`src/rtl/tsq_pkg.sv`:
```
// Shared encodings for the tape sequencer: instruction prefixes, sub-codes,
// decoded instruction kinds and the arithmetic operation numbering.
package tsq_pkg;
    localparam int INSTR_W   = 8;
    localparam int ADDR_W    = 6;
    localparam int MEM_WORDS = 1 << ADDR_W;

    localparam logic [1:0] PFX_CTRL  = 2'b00;
    localparam logic [1:0] PFX_ARITH = 2'b01;
    localparam logic [1:0] PFX_STORE = 2'b10;
    localparam logic [1:0] PFX_LOAD  = 2'b11;

    localparam logic [5:0] SC_ADD  = 6'b100000;
    localparam logic [5:0] SC_SUB  = 6'b101000;
    localparam logic [5:0] SC_MUL  = 6'b001000;
    localparam logic [5:0] SC_DIV  = 6'b010000;
    localparam logic [5:0] SC_SQRT = 6'b011000;
    localparam logic [5:0] SC_KBD  = 6'b111000;
    localparam logic [5:0] SC_DISP = 6'b110000;

    typedef enum logic [2:0] {K_NOP, K_LOAD, K_STORE, K_ALU, K_KBD, K_DISP} kind_e;
    typedef enum logic [2:0] {
        OP_ADD = 3'd0, OP_SUB = 3'd1, OP_MUL = 3'd2, OP_DIV = 3'd3, OP_SQRT = 3'd4
    } op_e;

    typedef struct packed {
        kind_e             kind;
        op_e               op;
        logic [ADDR_W-1:0] addr;
    } dec_t;
endpackage

```
`src/rtl/tsq_decode.sv`:
```
// Instruction decoder.
// Turns one instruction byte into a kind, an arithmetic operation and an
// address. Assumes nothing about timing: it is purely combinational.
// Unlisted codes under prefix 00 or 01 decode as no-ops.
module tsq_decode
    import tsq_pkg::*;
(
    input  logic [INSTR_W-1:0] instr,
    output dec_t               dec
);
    // Classify the byte by prefix, then by sub-code for the 01 group.
    always_comb begin
        dec.kind = K_NOP;
        dec.op   = OP_ADD;
        dec.addr = instr[ADDR_W-1:0];
        case (instr[7:6])
            PFX_LOAD:  dec.kind = K_LOAD;
            PFX_STORE: dec.kind = K_STORE;
            PFX_ARITH: begin
                case (instr[5:0])
                    SC_ADD:  begin dec.kind = K_ALU; dec.op = OP_ADD;  end
                    SC_SUB:  begin dec.kind = K_ALU; dec.op = OP_SUB;  end
                    SC_MUL:  begin dec.kind = K_ALU; dec.op = OP_MUL;  end
                    SC_DIV:  begin dec.kind = K_ALU; dec.op = OP_DIV;  end
                    SC_SQRT: begin dec.kind = K_ALU; dec.op = OP_SQRT; end
                    SC_KBD:  dec.kind = K_KBD;
                    SC_DISP: dec.kind = K_DISP;
                    default: dec.kind = K_NOP;
                endcase
            end
            default:   dec.kind = K_NOP;
        endcase
    end
endmodule

```
`src/rtl/tsq_seq.sv`:
```
// Step sequencer.
// Accepts an instruction only while idle, runs the steps of each kind and
// raises one-cycle start pulses for the external units. Stores and no-ops
// retire in their accept cycle. A load spends one capture step. Handshake
// kinds wait for their done input. An arithmetic halt parks the sequencer
// in a stop state that only reset leaves.
module tsq_seq
    import tsq_pkg::*;
(
    input  logic       clk,
    input  logic       rst_n,
    input  logic       instr_valid,
    input  dec_t       dec,
    input  logic       alu_done,
    input  logic       alu_halt,
    input  logic       kbd_done,
    input  logic       disp_done,
    output logic       instr_ready,
    output logic       accept,
    output logic       alu_start,
    output logic [2:0] alu_op,
    output logic       kbd_start,
    output logic       disp_start,
    output logic       load_cap,
    output logic       alu_fin,
    output logic       kbd_fin,
    output logic       disp_fin,
    output logic       stopped
);
    typedef enum logic [2:0] {S_IDLE, S_LOAD, S_ALU, S_KBD, S_DISP, S_STOP} state_e;

    state_e state;
    op_e    op_q;

    // Handshake and step outputs decoded from the current state.
    always_comb begin
        instr_ready = (state == S_IDLE);
        accept      = instr_valid && instr_ready;
        load_cap    = (state == S_LOAD);
        alu_fin     = (state == S_ALU) && alu_done && !alu_halt;
        kbd_fin     = (state == S_KBD) && kbd_done;
        disp_fin    = (state == S_DISP) && disp_done;
        stopped     = (state == S_STOP);
        alu_op      = op_q;
    end

    // Step register and start pulses.
    always_ff @(posedge clk) begin
        if (!rst_n) begin
            state      <= S_IDLE;
            op_q       <= OP_ADD;
            alu_start  <= 1'b0;
            kbd_start  <= 1'b0;
            disp_start <= 1'b0;
        end else begin
            alu_start  <= 1'b0;
            kbd_start  <= 1'b0;
            disp_start <= 1'b0;
            case (state)
                S_IDLE: begin
                    if (accept) begin
                        case (dec.kind)
                            K_LOAD: state <= S_LOAD;
                            K_ALU: begin
                                state     <= S_ALU;
                                op_q      <= dec.op;
                                alu_start <= 1'b1;
                            end
                            K_KBD: begin
                                state     <= S_KBD;
                                kbd_start <= 1'b1;
                            end
                            K_DISP: begin
                                state      <= S_DISP;
                                disp_start <= 1'b1;
                            end
                            default: state <= S_IDLE;
                        endcase
                    end
                end
                S_LOAD:  state <= S_IDLE;
                S_ALU:   if (alu_done) state <= alu_halt ? S_STOP : S_IDLE;
                S_KBD:   if (kbd_done) state <= S_IDLE;
                S_DISP:  if (disp_done) state <= S_IDLE;
                default: state <= S_STOP;
            endcase
        end
    end
endmodule

```
`src/rtl/tsq_regs.sv`:
```
// Operand register pair with automatic target steering.
// A load event fills the current target and flips it. A result event
// overwrites register one and points at register two. A clear event points
// back at register one. Assumes result and load never occur together.
module tsq_regs #(
    parameter int DATA_W = 21
) (
    input  logic              clk,
    input  logic              rst_n,
    input  logic              ld_en,
    input  logic [DATA_W-1:0] ld_val,
    input  logic              res_en,
    input  logic [DATA_W-1:0] res_val,
    input  logic              clr_tgt,
    output logic [DATA_W-1:0] r1,
    output logic [DATA_W-1:0] r2
);
    logic tgt_two;

    // Register contents and the next-target flag.
    always_ff @(posedge clk) begin
        if (!rst_n) begin
            r1      <= '0;
            r2      <= '0;
            tgt_two <= 1'b0;
        end else begin
            if (ld_en) begin
                if (tgt_two) r2 <= ld_val;
                else         r1 <= ld_val;
                tgt_two <= !tgt_two;
            end
            if (res_en) begin
                r1      <= res_val;
                tgt_two <= 1'b1;
            end
            if (clr_tgt) tgt_two <= 1'b0;
        end
    end
endmodule

```
`src/rtl/tsq_wbuf.sv`:
```
// Deferred store buffer with read bypass.
// A store is latched in its accept cycle and written to memory in the next
// cycle, overlapping the following instruction. A load issued in that same
// cycle to the same address takes the buffered value instead of the memory
// read, which would still return the old word. Assumes a memory with a
// one-cycle synchronous read.
module tsq_wbuf #(
    parameter int DATA_W = 21,
    parameter int ADDR_W = 6
) (
    input  logic              clk,
    input  logic              rst_n,
    input  logic              st_en,
    input  logic [ADDR_W-1:0] st_addr,
    input  logic [DATA_W-1:0] st_data,
    input  logic              rd_en,
    input  logic [ADDR_W-1:0] rd_addr,
    input  logic [DATA_W-1:0] mem_rdata,
    output logic              mem_we,
    output logic [ADDR_W-1:0] mem_waddr,
    output logic [DATA_W-1:0] mem_wdata,
    output logic [DATA_W-1:0] load_data
);
    logic              pend_v;
    logic [ADDR_W-1:0] pend_a;
    logic [DATA_W-1:0] pend_d;
    logic              fwd_v;
    logic [DATA_W-1:0] fwd_d;

    // Hold the pending write and note a same-address read that overlaps it.
    always_ff @(posedge clk) begin
        if (!rst_n) begin
            pend_v <= 1'b0;
            pend_a <= '0;
            pend_d <= '0;
            fwd_v  <= 1'b0;
            fwd_d  <= '0;
        end else begin
            pend_v <= st_en;
            if (st_en) begin
                pend_a <= st_addr;
                pend_d <= st_data;
            end
            fwd_v <= rd_en && pend_v && (pend_a == rd_addr);
            fwd_d <= pend_d;
        end
    end

    // Memory write port and bypass select.
    always_comb begin
        mem_we    = pend_v;
        mem_waddr = pend_a;
        mem_wdata = pend_d;
        load_data = fwd_v ? fwd_d : mem_rdata;
    end
endmodule

```
`src/rtl/tape_seq_ctrl.sv`:
```
// Tape program sequencer, top level.
// Decodes instruction bytes, sequences their steps, steers loaded values
// into the register pair and drives the operand memory. Assumes external
// units answer each start pulse with a done, and that memory read data
// arrives one cycle after mem_re.
module tape_seq_ctrl
    import tsq_pkg::*;
#(
    parameter int DATA_W = 21
) (
    input  logic               clk,
    input  logic               rst_n,
    input  logic               instr_valid,
    input  logic [INSTR_W-1:0] instr_data,
    output logic               instr_ready,
    output logic               mem_re,
    output logic [ADDR_W-1:0]  mem_raddr,
    input  logic [DATA_W-1:0]  mem_rdata,
    output logic               mem_we,
    output logic [ADDR_W-1:0]  mem_waddr,
    output logic [DATA_W-1:0]  mem_wdata,
    output logic               alu_start,
    output logic [2:0]         alu_op,
    input  logic               alu_done,
    input  logic               alu_halt,
    input  logic [DATA_W-1:0]  alu_result,
    output logic               kbd_start,
    input  logic               kbd_done,
    input  logic [DATA_W-1:0]  kbd_value,
    output logic               disp_start,
    input  logic               disp_done,
    output logic [DATA_W-1:0]  r1,
    output logic [DATA_W-1:0]  r2,
    output logic               stopped
);
    dec_t              dec;
    logic              accept;
    logic              load_cap;
    logic              alu_fin;
    logic              kbd_fin;
    logic              disp_fin;
    logic              st_en;
    logic              ld_en;
    logic [DATA_W-1:0] ld_val;
    logic [DATA_W-1:0] load_data;

    tsq_decode u_dec (
        .instr (instr_data),
        .dec   (dec)
    );

    tsq_seq u_seq (
        .clk         (clk),
        .rst_n       (rst_n),
        .instr_valid (instr_valid),
        .dec         (dec),
        .alu_done    (alu_done),
        .alu_halt    (alu_halt),
        .kbd_done    (kbd_done),
        .disp_done   (disp_done),
        .instr_ready (instr_ready),
        .accept      (accept),
        .alu_start   (alu_start),
        .alu_op      (alu_op),
        .kbd_start   (kbd_start),
        .disp_start  (disp_start),
        .load_cap    (load_cap),
        .alu_fin     (alu_fin),
        .kbd_fin     (kbd_fin),
        .disp_fin    (disp_fin),
        .stopped     (stopped)
    );

    // Accept-cycle strobes and the register load source.
    always_comb begin
        st_en     = accept && (dec.kind == K_STORE);
        mem_re    = accept && (dec.kind == K_LOAD);
        mem_raddr = dec.addr;
        ld_en     = load_cap || kbd_fin;
        ld_val    = load_cap ? load_data : kbd_value;
    end

    tsq_wbuf #(.DATA_W(DATA_W), .ADDR_W(ADDR_W)) u_wbuf (
        .clk       (clk),
        .rst_n     (rst_n),
        .st_en     (st_en),
        .st_addr   (dec.addr),
        .st_data   (r1),
        .rd_en     (mem_re),
        .rd_addr   (dec.addr),
        .mem_rdata (mem_rdata),
        .mem_we    (mem_we),
        .mem_waddr (mem_waddr),
        .mem_wdata (mem_wdata),
        .load_data (load_data)
    );

    tsq_regs #(.DATA_W(DATA_W)) u_regs (
        .clk     (clk),
        .rst_n   (rst_n),
        .ld_en   (ld_en),
        .ld_val  (ld_val),
        .res_en  (alu_fin),
        .res_val (alu_result),
        .clr_tgt (st_en || disp_fin),
        .r1      (r1),
        .r2      (r2)
    );
endmodule

```
`config.mk`:
```
export PLATFORM = sky130hd
export DESIGN_NAME = tape_seq_ctrl
export DESIGN_NICKNAME = d
export VERILOG_FILES = /design/src/rtl/tsq_pkg.sv /design/src/rtl/tsq_decode.sv /design/src/rtl/tsq_seq.sv /design/src/rtl/tsq_regs.sv /design/src/rtl/tsq_wbuf.sv /design/src/rtl/tape_seq_ctrl.sv
export SDC_FILE = /design/constraint.sdc
export NUM_CORES = 1
export LEC_CHECK = 0
export ABC_AREA = 0
export ABC_CLOCK_PERIOD_IN_PS = 1800
export BUFFER_PORTS_ARGS = -buffer_cell sky130_fd_sc_hd__buf_2
export CORE_ASPECT_RATIO = 0.8
export CORE_MARGIN = 2
export CORE_UTILIZATION = 45
export CTS_CLUSTER_DIAMETER = 150
export DETAILED_ROUTE_END_ITERATION = 6
export GPL_ROUTABILITY_DRIVEN = 1
export PLACE_DENSITY = 0.76
export SYNTH_ARGS = -nofsm -noshare
export SYNTH_HDL_FRONTEND = slang
export SYNTH_SLANG_ARGS = --single-unit
```
`constraint.sdc`:
```
create_clock -name clk -period 1.8 [get_ports clk]
set_clock_uncertainty 0.15 [all_clocks]
set_input_delay 0 -clock clk [delete_from_list [all_inputs] [get_ports clk]]
set_output_delay 0 -clock clk [all_outputs]
set_load 0.005 [all_outputs]
```
## After elaboration in Yosys (flattened, before gate mapping)

Index checks and enable logic that the tools add are counted.

- Memories: 0
- Bits of input ports: 78
- Bits in latches: 0
- Register bits: 102
- ROM bits: 0
- Memory bits (writable): 0

- $mul: 0
- Shifts and indexed selects: 0
- Add/sub/neg operators: 0
- Divide/modulo/power cells: 0
- Bitwise logic cells: 1
- Reduce and logical (&&, ||, !) cells: 22
- Muxes and demuxes: 21
- Equality and inequality tests: 26
- $lt $le $gt $ge: 0

Operators by type and width:

| operator | number |
|---|---|
| two-way mux 21 bit | 5 |
| equality test 6 bit, second input constant | 4 |
| case mux 3 bit (4 select lines) | 2 |
| two-way mux 3 bit | 6 |
| case mux 3 bit (3 select lines) | 2 |
| case mux 3 bit (5 select lines) | 1 |
| equality test 3 x 2 -> 1 bit, second input constant | 4 |
| equality test 3 bit, second input constant | 4 |
| equality test 6 x 5 -> 1 bit, second input constant | 2 |
| logical AND 1 bit | 9 |
| inequality test 2 bit, second input constant | 4 |
| equality test 3 x 1 -> 1 bit, second input constant | 2 |
| equality test 6 x 4 -> 1 bit, second input constant | 1 |
| equality test 6 bit | 1 |
| AND reduction 3 bit | 2 |
| two-way mux 1 bit | 5 |
| OR reduction 5 bit | 1 |
| equality test 2 bit, second input constant | 2 |
| AND reduction 2 bit | 2 |
| AND reduction 4 bit | 1 |
| zero test 3 bit | 1 |
| equality test 2 x 1 -> 1 bit, second input constant | 1 |
| zero test 1 bit | 2 |
| logical OR 1 bit | 2 |
| other kinds (4) | 4 |

## Depth between registers and ports, before layout

- Depth after elaboration: 8
- Gate-level depth with buffers: 6
- Mapped depth without buffers: 4

## Hierarchy

Synthesis repeated with hierarchy kept, for this count alone.

- Cells, all modules: 475
- Area, all modules: 4,737.0 um2

By module, submodules not included:

| module | instances | cells each | area each (um2) | sequential area each (um2) |
|---|---|---|---|---|
| tsq_wbuf | 1 | 166 | 1,988.2 | 1,001.0 |
| tsq_regs | 1 | 191 | 1,749.2 | 860.8 |
| tsq_seq | 1 | 65 | 504.2 | 180.2 |
| tape_seq_ctrl | 1 | 27 | 296.5 | 0.0 |
| tsq_decode | 1 | 26 | 198.9 | 0.0 |

## Least setup slack after synthesis

Ideal clock, no wire load.

- Path type: register -> register
- Start: register u_wbuf.fwd_v
- End: register u_regs.r2[1]
- Arrival time: 1,497 ps
- Setup time: 135 ps
- Cell stages (with the launch flop): 6
- Period minus slack after synthesis: 1,782 ps
- Path slack: 18 ps
- Cells stage by stage: dfxtp_1 > clkbuf_1 > mux2_2 > mux2_1 > mux2i_1 > nor2_1

- Longest elaborated chain between the ends: 2

Ends and longest elaborated chain:

| item | RTL line | text |
|---|---|---|
| from (decl) | tsq_wbuf.sv:27 | `logic fwd_v;` |
| from (signal assigned) | tsq_wbuf.sv:44 | `fwd_v <= rd_en && pend_v && (pend_a == rd_addr);` |
| two-way mux 21 bit | tsq_wbuf.sv:54 | `load_data = fwd_v ? fwd_d : mem_rdata;` |
| two-way mux 21 bit | tape_seq_ctrl.sv:80 | `ld_val = load_cap ? load_data : kbd_value;` |
| to (signal assigned) | tsq_regs.sv:28 | `if (tgt_two) r2 <= ld_val;` |
| to (decl) | tsq_regs.sv:16 | `output logic [DATA_W-1:0] r2` |

Every way passes these cells.
A chain may end at the register's enable or synchronous reset.

## Worst setup path after layout

- Start: register u_seq.state[2]
- End: register u_regs.r1[12]

- Longest elaborated chain between the ends: 5

Ends and longest elaborated chain:

| item | RTL line | text |
|---|---|---|
| from (decl) | tsq_seq.sv:32 | `state_e state;` |
| from (signal assigned) | tsq_seq.sv:82 | `S_ALU: if (alu_done) state <= alu_halt ? S_STOP : S_IDLE;` |
| equality test 3 x 1 -> 1 bit (tied with other cells) | tsq_seq.sv:39 | `load_cap = (state == S_LOAD);` |
| two-way mux 21 bit (tied with other cells) | tape_seq_ctrl.sv:80 |  |
| two-way mux 21 bit (tied with other cells) | tsq_regs.sv:28 |  |
| two-way mux 21 bit (tied with other cells) | tsq_regs.sv:27 | `if (ld_en) begin` |
| two-way mux 21 bit or AND reduction 2 bit (tied branches) | - |  |
| to (signal assigned) | tsq_regs.sv:29 | `else r1 <= ld_val;` |
| to (signal assigned) | tsq_regs.sv:33 | `r1 <= res_val;` |
| to (decl) | tsq_regs.sv:15 | `output logic [DATA_W-1:0] r1,` |

Several ways; a longest one is shown, not always the timed one. The select of a mux whose other input is x is not followed.

==> results.py <==
metrics = {
    "critical_path": {
        "worst-path-max-fanout": 10,
        "startpoint": "u_seq.state[2]",
        "reg2reg_depth": 6,
        "endpoint_kind": "flip-flop",
        "cp.arrival_ps": 1860,
        "r2r_end": "u_regs.r1[12]",
        "r2r_setup_slack_ps": 30,
        "rr_startpoint": "u_seq.state[2]",
        "crit_type": "flip-flop to flip-flop",
        "cp_data_required_time_ps": 1890,
        "startpoint_type": "flip-flop",
    },
    "floorplanning": {
        "die_area_sq_um": 10800,
        "start_util": 0.465,
        "dieWidth_um": 116,
        "chipHeight_um": 93.5,
        "core_sq_um": 9690,
        "rows": 32,
        "top_level_ports": 163,
    },
    "min_path": {
        "hold_depth": 5,
        "hold_path.class": "primary input to flip-flop",
        "hp-start": "mem_rdata[16]",
        "worstHoldEndpoint": "u_regs.r2[16]",
    },
    "place": {
        "place.gp.congestion": 0.854,
        "place_area_sq_um": 5530,
        "dp.cells": 775,
        "post-dp-hpwl_mm": 9.40,
        "port_buffers": 162,
    },
    "final_layout": {
        "drive_gt1_frac": 0.383,
        "n_fill_cell": 768,
        "final_util": 0.668,
        "layout.nets": 786,
        "finalNonFillerCells": 850,
        "fin_area_sq_um": 6470,
        "syn_to_final_growth_pct": 43.6,
    },
    "outcome": {
        "outcome": "finished clean",
    },
    "cts": {
        "cts_tree": "done",
        "clk_path_buf_depth": 2,
        "clock-root-buffer": "clkbuf_16",
        "clock_latency_ps": 340,
        "htree_levels": 3,
        "clock-sinks": 102,
        "clk_pin_slew_ps": 80,
        "cts_buffers": 9,
    },
    "logic_synthesis": {
        "yosysWarnings": 0,
        "synth_top_cell_by_area": "dfxtp_1",
        "yosysTopAreaCellShare": 0.453,
        "syn-instance-count": 495,
        "synth_most_common_cell": "dfxtp_1",
        "syn_avg_cell_area_sq_um": 9.10,
        "synthesis.area_sq_um": 4500,
        "synth_seq_cells": 102,
        "synth_enable_flop_cells": 0,
        "synthTopCellsByArea": "dfxtp_1 45%, mux2_2 9.5%, nand2_1 6.6%",
        "ys_seq_area_frac": 0.453,
        "syn_nets": 573,
        "async_reset_ff_frac": 0,
        "synth.distinct_cells": 44,
        "synthFlopType": "dfxtp_1",
        "yosys-top-cells-count": "102 x dfxtp_1, 79 x nand2_1, 50 x nor2_1",
    },
    "routing": {
        "routed_wirelength_mm": 14.4,
        "wl_per_cell_um": 16.9,
        "dr.pass1.iters": 4,
        "via_per_inst": 5.23,
        "dr.first_iter.drc_count": 239,
        "ant_nets": 0,
        "vias": 4449,
        "drc_errors": 0,
    },
    "timing": {
        "slew_headroom": 0.681,
        "setup_tns_ps": 0,
        "setup_viol": 0,
        "min_period_ps": 1770,
        "fmax_ghz": 0.565,
        "worst_pin_slew_ps": 475,
        "rsz0062_at_grt": "yes",
        "finalCritPeriodShare": 0.984,
        "hold_viol": 0,
        "drv_slew": 0,
    },
    "power": {
        "total_power_mw": 5.56,
        "cellPowerDensity_nw_per_um2": 859,
        "power_leakage_nw": 3.04,
        "worst_ir_drop_vdd_mv": 0.439,
    },
    "grt": {
        "grt_usage": 0.257,
        "antenna_found_initial": 0,
        "grt_max_degree": 43,
        "grt_first_pass_wirelength_mm": 21.5,
        "grt.overflow.total": 0,
        "grt_pass1_vias": 4390,
    },
    "run": {
        "max_cap_viol_count": 0,
    },
}
-- state kept, by name (all words and copies together) (netlist names) --
signal,cells
u_regs.r1,21
u_regs.r2,21
u_wbuf.fwd_d,21
u_wbuf.mem_wdata,21
u_wbuf.mem_waddr,6
u_seq.alu_op,3
u_seq.state,3
u_regs.tgt_two,1
u_seq.alu_start,1
u_seq.disp_start,1
u_seq.kbd_start,1
u_wbuf.fwd_v,1
u_wbuf.mem_we,1
-- worst max-delay path: stages, from the launching register on --
cell and delay [ps]:
dfxtp_4 370, buf_4 140, nor4_4 250, buf_4 190, buf_4 180, nand2_1 80
a311oi_1 290
-- area by class of cell --
class                           instances  area (sq um)  share of cell area
Antenna cell                            1          2.50            0.000387
Clock buffer                            9           225              0.0348
Clock inverter                          7          65.1              0.0101
Inverter                               24          90.1              0.0139
Multi-Input combinational cell        327          2210               0.341
Sequential cell                       102          2050               0.317
Tap cell                              136           170              0.0263
Timing Repair Buffer                  244          1660               0.256
-- per-stage QoR --
stage	setup slack [ps]	hold slack, ps
after floorplan	17.9	-69.2
after global placement	43.0	90.2
after detailed placement	-40.9	93.6
after CTS	-1.25	30.9
after global routing	-49.5	66.7
final	28.9	32.3
-- timing repair --
item	4_1_cts	5_1_grt
pin swaps	0	1
hold buffers	54	1
setup buffers	0	4
resized for setup	3	19
endpoints found under the hold margin	58	1
setup endpoints to repair	30	53
-- placed cells by master, fill, tap and decap left out, types with 4 or more instances in the layout --
cell	instances
a21oi_1	21
a311oi_2	11
nor2_1	50
dfxtp_1	99
inv_1	23
o21ai_1	6
clkbuf_16	9
xor2_1	6
buf_12	6
dlygate4sd3_1	54
buf_2	162
a311oi_1	10
nand3_1	9
mux2_1	4
buf_6	6
mux2i_1	25
nand2_1	79
nor3_1	26
buf_4	16
mux2_2	38
-- worst max path at each step --
stage | to | slack (ps)
6_report | u_regs.r1[12] | 30
5_1_grt | u_wbuf.mem_wdata[9] | -50
4_1_cts | u_wbuf.mem_wdata[9] | -1
3_5_place_dp | u_wbuf.mem_wdata[19] | -40
3_3_place_gp | u_wbuf.mem_wdata[15] | 40
2_1_floorplan | u_regs.r2[1] | 20
-- cells by family after synthesis --
| group | after synthesis | synth area share |
|---|---|---|
| DFF | 102 | 0.453 |
| AOI/OAI and AO/OA | 61 | 0.105 |
| xor gates and xnor gates | 7 | 0.0136 |
| buffers and inverters | 66 | 0.0686 |
| and+or+nand+nor | 191 | 0.197 |
| muxes | 68 | 0.163 |
-- metal layers --
| layer | up-vias | GRT usage | routed length (um) |
|---|---|---|---|
| met5 | - | 0 | 0 |
| met4 | 0 | 0.126 | 466 |
| met1 | 2086 | 0.324 | 6020 |
| li1 | 2121 | - | - |
| met3 | 36 | 0.0668 | 1060 |
| met2 | 206 | 0.409 | 6810 |
-- power breakdown --
part | switching, mW | internal (mW)
clock | 0.917 | 0.971
sequential | 0.109 | 2.40
combinational | 0.567 | 0.593
total | 1.59 | 3.97
Power figures use the tool's default switching activity.
